`src/rtl/cfgseq_pkg.sv`:
```
package cfgseq_pkg;
  typedef enum logic [1:0] {
    SEL_BASE0 = 2'd0,
    SEL_BASE1 = 2'd1,
    SEL_MAP1  = 2'd2
  } regsel_e;

  typedef enum logic [2:0] {
    STEP_OPEN_B0,
    STEP_OPEN_B1,
    STEP_OPEN_M1,
    STEP_CLOSE_B1,
    STEP_CLOSE_M1,
    STEP_CLOSE_B0
  } step_e;

  typedef struct packed {
    logic  loadReq;
    logic  capRead;
    step_e step;
  } ctl_s;

  localparam logic [3:0] SZ_16M       = 4'h1;
  localparam logic [3:0] SZ_256M      = 4'h5;
  localparam logic [3:0] SZ_512M      = 4'h6;
  localparam logic [2:0] MAPT_CFG     = 3'b101;
  localparam logic [2:0] MAPT_MEMMULT = 3'b011;

  function automatic logic [31:0] baseWord(logic [31:0] a, logic [3:0] sz, logic pf);
    return {a[31:20], 4'b0, sz, 10'b0, pf, 1'b1};
  endfunction

  function automatic logic [31:0] laneMask(logic [2:0] s);
    case (s)
      3'd1:    return 32'h0000_00FF;
      3'd2:    return 32'h0000_FFFF;
      default: return 32'hFFFF_FFFF;
    endcase
  endfunction
endpackage

```
`src/rtl/cfgseq_ctrl.sv`:
```
module cfgseq_ctrl
  import cfgseq_pkg::*;
(
  input  logic clk,
  input  logic rstN,
  input  logic reqValid,
  input  logic reqWrite,
  input  logic reqBad,
  input  logic regAck,
  input  logic accAck,
  output logic regWrEn,
  output logic accEn,
  output logic accWrite,
  output logic busy,
  output logic done,
  output logic err,
  output ctl_s ctl
);
  typedef enum logic [3:0] {
    S_IDLE, S_OB0, S_OB1, S_OM1, S_WR, S_RD, S_CB1, S_CM1, S_CB0
  } state_e;

  state_e st, nxt;
  logic   wrQ;
  logic   badReq;

  assign badReq = (st == S_IDLE) && reqValid && reqBad;

  always_comb begin
    nxt = st;
    case (st)
      S_IDLE: if (reqValid && !reqBad) nxt = S_OB0;
      S_OB0:  if (regAck) nxt = S_OB1;
      S_OB1:  if (regAck) nxt = S_OM1;
      S_OM1:  if (regAck) nxt = wrQ ? S_WR : S_RD;
      S_WR:   if (accAck) nxt = S_RD;
      S_RD:   if (accAck) nxt = S_CB1;
      S_CB1:  if (regAck) nxt = S_CM1;
      S_CM1:  if (regAck) nxt = S_CB0;
      S_CB0:  if (regAck) nxt = S_IDLE;
      default: nxt = S_IDLE;
    endcase
  end

  always_comb begin
    ctl.loadReq = (st == S_IDLE) && reqValid && !reqBad;
    ctl.capRead = (st == S_RD) && accAck;
    case (st)
      S_OB1:   ctl.step = STEP_OPEN_B1;
      S_OM1:   ctl.step = STEP_OPEN_M1;
      S_CB1:   ctl.step = STEP_CLOSE_B1;
      S_CM1:   ctl.step = STEP_CLOSE_M1;
      S_CB0:   ctl.step = STEP_CLOSE_B0;
      default: ctl.step = STEP_OPEN_B0;
    endcase
  end

  assign regWrEn  = (st == S_OB0) || (st == S_OB1) || (st == S_OM1) ||
                    (st == S_CB1) || (st == S_CM1) || (st == S_CB0);
  assign accEn    = (st == S_WR) || (st == S_RD);
  assign accWrite = (st == S_WR);
  assign busy     = (st != S_IDLE);

  always_ff @(posedge clk) begin
    if (!rstN) begin
      st   <= S_IDLE;
      wrQ  <= 1'b0;
      done <= 1'b0;
      err  <= 1'b0;
    end else begin
      st   <= nxt;
      if (ctl.loadReq) wrQ <= reqWrite;
      done <= ((st == S_CB0) && regAck) || badReq;
      err  <= badReq;
    end
  end
endmodule

```
`src/rtl/cfgseq_dp.sv`:
```
module cfgseq_dp
  import cfgseq_pkg::*;
#(
  parameter int          IDX_W      = 9,
  parameter logic [31:0] MEM_BASE   = 32'h4000_0000,
  parameter logic [31:0] CFG_BASE   = 32'h6100_0000,
  parameter logic [31:0] PREMEM_BUS = 32'h1000_0000,
  parameter int          SLOT_SPLIT = 12
)(
  input  logic             clk,
  input  logic             rstN,
  input  ctl_s             ctl,
  input  logic [IDX_W-1:0] reqBus,
  input  logic [IDX_W-1:0] reqDevfn,
  input  logic [IDX_W-1:0] reqOffset,
  input  logic [2:0]       reqSize,
  input  logic [31:0]      reqWdata,
  input  logic [31:0]      accRdata,
  output logic             reqBad,
  output logic [1:0]       regSel,
  output logic [31:0]      regWrData,
  output logic [31:0]      accAddr,
  output logic [2:0]       accSize,
  output logic [31:0]      accWdata,
  output logic [31:0]      rdData
);
  localparam int          HI       = IDX_W - 1;
  localparam logic [31:0] PREF_LOC = MEM_BASE + 32'h1000_0000;

  logic [4:0]  slot;
  logic [2:0]  func;
  logic [31:0] oneHot, offAddr, mapVal, newAddr;
  logic [2:0]  newSize;
  logic [31:0] mapQ, wdataQ;

  assign slot   = reqDevfn[7:3];
  assign func   = reqDevfn[2:0];
  assign oneHot = 32'd1 << slot;
  assign reqBad = (|reqBus[HI:8]) || (|reqDevfn[HI:8]) || (|reqOffset[HI:8]);

  always_comb begin
    if (reqBus[7:0] == 8'd0) begin
      offAddr = {21'b0, func, 8'b0};
      mapVal  = {28'b0, MAPT_CFG, 1'b0};
      if (int'(slot) > SLOT_SPLIT) mapVal  = mapVal | (oneHot >> 5);
      else                         offAddr = offAddr | (oneHot << 11);
    end else begin
      offAddr = {8'b0, reqBus[7:0], reqDevfn[7:0], 8'b0};
      mapVal  = {28'b0, MAPT_CFG, 1'b1};
    end
    newAddr = CFG_BASE + offAddr + {24'b0, reqOffset[7:0]};
    newSize = (reqSize == 3'd1) ? 3'd1 : (reqSize == 3'd2) ? 3'd2 : 3'd4;
  end

  always_ff @(posedge clk) begin
    if (!rstN) begin
      accAddr <= '0;
      accSize <= 3'd4;
      mapQ    <= '0;
      wdataQ  <= '0;
      rdData  <= '0;
    end else begin
      if (ctl.loadReq) begin
        accAddr <= newAddr;
        accSize <= newSize;
        mapQ    <= mapVal;
        wdataQ  <= reqWdata & laneMask(newSize);
      end
      if (ctl.capRead) rdData <= accRdata & laneMask(accSize);
    end
  end

  assign accWdata = wdataQ;

  always_comb begin
    case (ctl.step)
      STEP_OPEN_B1: begin
        regSel = SEL_BASE1; regWrData = baseWord(CFG_BASE, SZ_16M, 1'b0);
      end
      STEP_OPEN_M1: begin
        regSel = SEL_MAP1;  regWrData = mapQ;
      end
      STEP_CLOSE_B1: begin
        regSel = SEL_BASE1; regWrData = baseWord(PREF_LOC, SZ_256M, 1'b1);
      end
      STEP_CLOSE_M1: begin
        regSel = SEL_MAP1;  regWrData = {16'b0, PREMEM_BUS[31:20], MAPT_MEMMULT, 1'b0};
      end
      STEP_CLOSE_B0: begin
        regSel = SEL_BASE0; regWrData = baseWord(MEM_BASE, SZ_256M, 1'b0);
      end
      default: begin
        regSel = SEL_BASE0; regWrData = baseWord(MEM_BASE, SZ_512M, 1'b0);
      end
    endcase
  end
endmodule

```
`src/rtl/cfg_access_seq.sv`:
```
module cfg_access_seq
  import cfgseq_pkg::*;
#(
  parameter int          IDX_W      = 9,
  parameter logic [31:0] MEM_BASE   = 32'h4000_0000,
  parameter logic [31:0] CFG_BASE   = 32'h6100_0000,
  parameter logic [31:0] PREMEM_BUS = 32'h1000_0000,
  parameter int          SLOT_SPLIT = 12
)(
  input  logic             clk,
  input  logic             rstN,
  input  logic             reqValid,
  input  logic             reqWrite,
  input  logic [IDX_W-1:0] reqBus,
  input  logic [IDX_W-1:0] reqDevfn,
  input  logic [IDX_W-1:0] reqOffset,
  input  logic [2:0]       reqSize,
  input  logic [31:0]      reqWdata,
  output logic             busy,
  output logic             done,
  output logic             err,
  output logic [31:0]      rdData,
  output logic             regWrEn,
  output logic [1:0]       regSel,
  output logic [31:0]      regWrData,
  input  logic             regAck,
  output logic             accEn,
  output logic             accWrite,
  output logic [31:0]      accAddr,
  output logic [2:0]       accSize,
  output logic [31:0]      accWdata,
  input  logic [31:0]      accRdata,
  input  logic             accAck
);
  ctl_s ctl;
  logic reqBad;

  cfgseq_ctrl u_ctrl (
    .clk(clk), .rstN(rstN), .reqValid(reqValid), .reqWrite(reqWrite),
    .reqBad(reqBad), .regAck(regAck), .accAck(accAck), .regWrEn(regWrEn),
    .accEn(accEn), .accWrite(accWrite), .busy(busy), .done(done), .err(err),
    .ctl(ctl)
  );

  cfgseq_dp #(
    .IDX_W(IDX_W), .MEM_BASE(MEM_BASE), .CFG_BASE(CFG_BASE),
    .PREMEM_BUS(PREMEM_BUS), .SLOT_SPLIT(SLOT_SPLIT)
  ) u_dp (
    .clk(clk), .rstN(rstN), .ctl(ctl), .reqBus(reqBus), .reqDevfn(reqDevfn),
    .reqOffset(reqOffset), .reqSize(reqSize), .reqWdata(reqWdata),
    .accRdata(accRdata), .reqBad(reqBad), .regSel(regSel),
    .regWrData(regWrData), .accAddr(accAddr), .accSize(accSize),
    .accWdata(accWdata), .rdData(rdData)
  );
endmodule

```
`config.mk`:
```
export PLATFORM = sky130hd
export DESIGN_NAME = cfg_access_seq
export DESIGN_NICKNAME = d
export VERILOG_FILES = /design/src/rtl/cfgseq_pkg.sv /design/src/rtl/cfgseq_ctrl.sv /design/src/rtl/cfgseq_dp.sv /design/src/rtl/cfg_access_seq.sv
export SDC_FILE = /design/constraint.sdc
export NUM_CORES = 1
export LEC_CHECK = 0
export ABC_AREA = 1
export BUFFER_PORTS_ARGS = -buffer_cell sky130_fd_sc_hd__buf_2
export CAP_MARGIN = 20
export CORE_MARGIN = 2
export CORE_UTILIZATION = 50
export CTS_BUF_LIST = sky130_fd_sc_hd__clkbuf_8 sky130_fd_sc_hd__clkbuf_16
export DETAILED_ROUTE_END_ITERATION = 8
export HOLD_SLACK_MARGIN = 0.15
export PLACE_DENSITY = 0.83
export SYNTH_ARGS = -nofsm -noshare
export SYNTH_HDL_FRONTEND = slang
export SYNTH_HIERARCHICAL = 1
export SYNTH_SLANG_ARGS = --single-unit
```
`constraint.sdc`:
```
create_clock -name clk -period 3 [get_ports clk]
set_clock_uncertainty 0.05 [all_clocks]
set_input_delay 0.3 -clock clk [delete_from_list [all_inputs] [get_ports clk]]
set_output_delay 0.3 -clock clk [all_outputs]
set_load 0.03 [all_outputs]
```
# --- Word level (Yosys, flattened, before mapping) ---
# Index checks and enable logic that the tools add are counted.
totals:
  out_inout_bits: 139
  in_bits: 100
  reg_bits: 138
classes:
  order_cmp: 1
  reduce_logical: 22
  eq_ne: 28
  shift: 1
  n_addsub: 2
  mux: 26
  bitwise: 3
ops:
  columns: ["op", "count"]
  rows:
  - ["32-bit two-way mux", 7]
  - ["32-bit one-hot mux with 5 select lines", 1]
  - ["32-bit one-hot mux with 2 select lines", 2]
  - ["32-bit AND", 2]
  - ["4-bit two-way mux", 9]
  - ["4-bit one-hot mux with 9 select lines", 1]
  - ["31-bit by 32-bit adder with 32-bit output (first input constant)", 1]
  - ["32-bit by 8-bit adder with 32-bit output", 1]
  - ["11-bit by 32-bit bitwise OR with 32-bit output", 1]
  - ["1-bit by 5-bit << shifter with 32-bit output (first input constant)", 1]
  - ["27-bit two-way mux", 1]
  - ["4-bit by 3-bit == test with 1-bit output (second input constant)", 4]
  - ["2-bit != test (second input constant)", 8]
  - ["3-bit by 2-bit == test with 1-bit output (second input constant)", 5]
  - ["3-bit one-hot mux with 5 select lines", 1]
  - ["3-bit by 1-bit == test with 1-bit output (second input constant)", 4]
  - ["1-bit logical OR", 9]
  - ["9-bit AND reduction", 1]
  - ["4-bit by 2-bit == test with 1-bit output (second input constant)", 2]
  - ["8-bit zero test", 1]
  - ["3-bit == test (second input constant)", 2]
  - ["1-bit logical AND", 6]
  - ["3-bit two-way mux", 2]
  - ["5-bit by 4-bit greater-than comparator with 1-bit output (second input constant)", 1]
  - ["other kinds (9)", 10]

# --- Logic depth before layout (Yosys ltp) ---
depth:
  depth_word: 8
  mapped_depth: 11

# --- Hierarchy ---
# The synthesis kept the hierarchy.
modules_own_cells:
  columns: ["mod", "cells_per_inst", "instances", "area_each_um2"]
  rows:
  - ["cfgseq_dp", 659, 1, 5134.9]
  - ["cfgseq_ctrl", 76, 1, 464.2]

# --- Worst setup path before layout ---
# OpenSTA, ideal clock, no wires.
synth_timing:
  path_kind: "register -> output"
  from: "register u_ctrl.st[3]"
  to: "output regWrData[12]"
  n_path_buf: 0
  arrival_ps: 2118
  path_stages_with_launch: 8
  setup_slack_ps: 532
  t_required_ps: 2650
  path_cell_list: "dfxtp_1 -> inv_1 -> nand2_1 -> o21ai_0 -> nand3_1 -> nand2_1 -> nor2_1 -> a21oi_1"
synth_rtl:
  columns: ["element", "line_no", "rtl"]
  rows:
  - ["start, declared", "cfgseq_ctrl.sv:23", "state_e st, nxt;"]
  - ["start signal, assigned", "cfgseq_ctrl.sv:71", "st <= nxt;"]
  - ["end, declared", "cfg_access_seq.sv:25", "output logic [31:0] regWrData,"]

==> results.txt <==
die area -> 0.01206 sq mm
Worst EP required -> 2.65 ns
post-synthesis mux area share -> 0%
Async S/R FF share, synth -> 0%
Seq cells post-synth -> 132
switch share -> 33.86%
cell accounting for the most synthesized area -> dfxtp_1
synthesized cell area -> 0.005599 sq mm
CP max stage cell -> dfxtp_1
DRC Markers -> 0
CP max FO -> 12
Top FF cell, synth -> dfxtp_1
Post-DP Area -> 0.006800 sq mm
Layout area overhead -> 49.32%
Reg2Reg Depth -> 7
DRT Wirelength -> 20.04 mm
Final Wtd Congestion -> 0.9139
Startpoint Class -> flop
Max Clk Rate -> 342.0 MHz
n_diodes -> 0
Pins Over Slew Limit -> 0
total number of vias -> 6491
Core ar. -> 0.01089 sq mm
post-route cell area -> 0.008361 sq mm
crit-path leading delay family -> buffers and inverters
Critical Path Max Stage Delay -> 0.39 ns
met2 Use GR -> 55.65%
CTS tree -> built
crit share post-route -> 97.45%
drt initial violations -> 593
area share of the largest cell type after synthesis -> 47.20%
overall global routing resource usage -> 32.21%
Ys Warns -> 6
critical path type -> reg -> out
Port-buffer cells -> 236
r2r endpoint -> u_dp/accWdata[21]$_SDFFE_PN0P_
Layout Nets -> 1160
vias per std cell -> 5.360
Comb pwr share -> 27.7%
XOR/XNOR share of the synthesized area -> 0%
drt pass-1 iters -> 6
Final Hold Fails -> 0
Post-synth EDFFs -> 0
worst path arrival time -> 2.57 ns
Filler cells -> 718
Net Switching -> 1.823 mW
Power Density -> 643.9 mW/mm^2
global-route wire length before repair -> 29.75 mm
largest net degree at the start of global routing -> 60
Syn Inst Count -> 735
Hold/Removal Path Class -> in -> reg
met3 Use GR -> 9.366%
Worst VDD drop -> 0.6558 mV
Starting Density -> 51.42%
hold wc startpoint -> reqDevfn[5]
grt met1 use -> 36.18%
gr busiest metal -> met2
Routed Antenna Nets -> 0
largest family of logic cells by synthesized area -> simple AND/OR/NAND/NOR gates
share of cells above drive strength 1 -> 32.03%
Yosys cell types -> 39
post-route setup slack -> 0.07643 ns
syn avg cell area -> 7.618 sq um
clock slew seen by the registers of the worst setup and hold paths -> 0.06 ns
detailed placement HPWL -> 11.12 mm
Internal -> 3.560 mW
IO Count -> 239
DIE HEIGHT -> 109.8 microns
Hold EP -> u_dp/mapQ[13]$_SDFFE_PN0P_
worst-path cell chain -> nor2_4 -> nand2_1 -> nand2_1 -> inv_1 -> nor3_4 -> buf_4 -> clkinvlp_4 -> buf_4 -> o31ai_1 -> buf_4
Hold Path Stages -> 4
setup TNS -> 0 ns
register share of total power -> 36.2%
Rows -> 38
initial antenna violation count -> 0
CP most frequent cell -> buf_4
WL/cell -> 16.55 microns
R2R Setup Slk -> 0.92 ns
die width -> 109.8 microns
CTS buffer count -> 17
vias in the first global route -> 6117
Worst Path Buf+Inv -> 5
Post-Synth Simple-Gate Area -> 26.28%
commonest cells in the netlist -> 137 x nor2_1, 132 x dfxtp_1, 115 x nand2_1
Synth Area in Compound Gates -> 17.50%
minimum clock period -> 2.924 ns
GR Overflow Total -> 0
leakage -> 4.021 nW
Worst R2R Start -> u_ctrl/st[0]$_SDFFE_PN0P_
Area contributors post-synth -> dfxtp_1 47%, nor2_1 9.2%, nand2_1 7.7%, o21ai_0 6.9%, a21oi_1 5.5%
Final Util -> 76.79%
count leader, synth -> nor2_1
htree depth -> 4
clock network power share -> 36.1%
status -> completed
Clock Root Buffer -> clkbuf_8
number of setup violations in the final report -> 0
adder-cell share of the synthesized area -> 0.4469%
CTS Buffer Depth -> 2
Clk Latency, worst-skew pair -> 0.53 ns
worst rel slew slack -> 53.00%
Seq/Total Area, Yosys -> 47.20%
clk sink count -> 132
Least-Margin Pin Slew -> 0.7051 ns
maximum capacitance violations -> 0
CP Capture Type -> primary output
pre-CTS setup slack -> 0.5640 ns
## per-layer routing
metal	share of wire (%)	vias to the layer above
met5	0	-
li1	-	3028
met1	38	2977
met3	8.6	68
met4	3.7	0
met2	50	418
## how the worst max path moves through the flow
stage / end / start / cells after the start
floorplan: regWrData[12] / u_ctrl/st[3]$_SDFFE_PN0P_ / 7
global placement: regWrData[24] / u_ctrl/st[0]$_SDFFE_PN0P_ / 8
detailed placement: regWrData[24] / u_ctrl/st[0]$_SDFFE_PN0P_ / 8
CTS: regWrData[24] / u_ctrl/st[0]$_SDFFE_PN0P_ / 8
global route: regWrData[24] / u_ctrl/st[3]$_SDFFE_PN0P_ / 10
finish: regWrData[24] / u_ctrl/st[3]$_SDFFE_PN0P_ / 10
## power by group through the flow
| stage | combinational, mW | sequential [mW] | clock, mW |
|---|---|---|---|
| floorplan | 0.774 | 2.12 | 0 |
| global placement | 1.29 | 1.96 | 0 |
| detailed placement | 1.30 | 1.97 | 0 |
| CTS | 1.40 | 1.93 | 1.95 |
| global route | 1.59 | 1.96 | 2.03 |
| finish | 1.49 | 1.95 | 1.94 |
## worst reg2reg max path: stages (launching register included)
cell,delay (ns)
dfxtp_2,0.36
nor2_2,0.27
nand2_1,0.17
nor2_4,0.26
nand2_4,0.10
a21oi_4,0.49
nand2_1,0.12
a21oi_1,0.19
## state kept, by name, summed over array words and instances, names as in the netlist
signal         count
u_dp/accWdata     32
u_dp/accSize       3
u_dp/mapQ         26
u_dp/rdData       32
u_ctrl/err         1
u_dp/accAddr      32
u_ctrl/st          4
u_ctrl/done        1
u_ctrl/wrQ         1
## cells in the final DEF (no fill, tap or decap), drive strengths merged, types with 4 or more instances in the layout
master	n
clkbuf	23
nor3	14
o22ai	14
buf	250
nand4	6
nand3	33
a21oi	72
inv	60
conb	4
o21ai	78
nand2	131
dlygate4sd3	94
dfxtp	132
nor2	146
## kinds of logic (layout without fill, tap and decap cells)
group	count (synthesis)	after routing
adders and majority gates	2	2
and+or+nand+nor	333	333
DFF	132	132
buffers and inverters	100	433
AOI/OAI and AO/OA	167	167
other	1	4
## metrics by stage
stage | total power [mW] | instances | hold WS [ns]
after global placement | 3.252 | 1080 | 0.3628
after detailed placement | 3.264 | 1080 | 0.3671
after floorplan | 2.898 | 738 | 0.3584
after CTS | 5.282 | 1206 | 0.1807
final | 5.383 | 1211 | 0.2130
after global routing | 5.581 | 1211 | 0.2188
## timing repair
item | 4_1_cts | 5_1_grt
endpoints found under the setup margin | 1 | 23
gates cloned | 0 | 1
hold endpoints to repair | 98 | 0
hold buffers | 94 | 0
gates resized for setup | 0 | 10
pin swaps | 0 | 1
buffers inserted | 0 | 4
## area by class of cell
type | instances | area, sq um | area share (%)
sequential | 132 | 2646 | 31.65
tap | 140 | 175.2 | 2.095
multi-input combinational | 506 | 2514 | 30.07
timing repair inverter | 1 | 7.507 | 0.08979
clock inverter | 9 | 62.56 | 0.7483
timing repair buffer | 344 | 2245 | 26.85
clock buffer | 23 | 496.7 | 5.941
inverter | 56 | 214.0 | 2.559
Note: power is estimated with default switching activity, not from simulation.
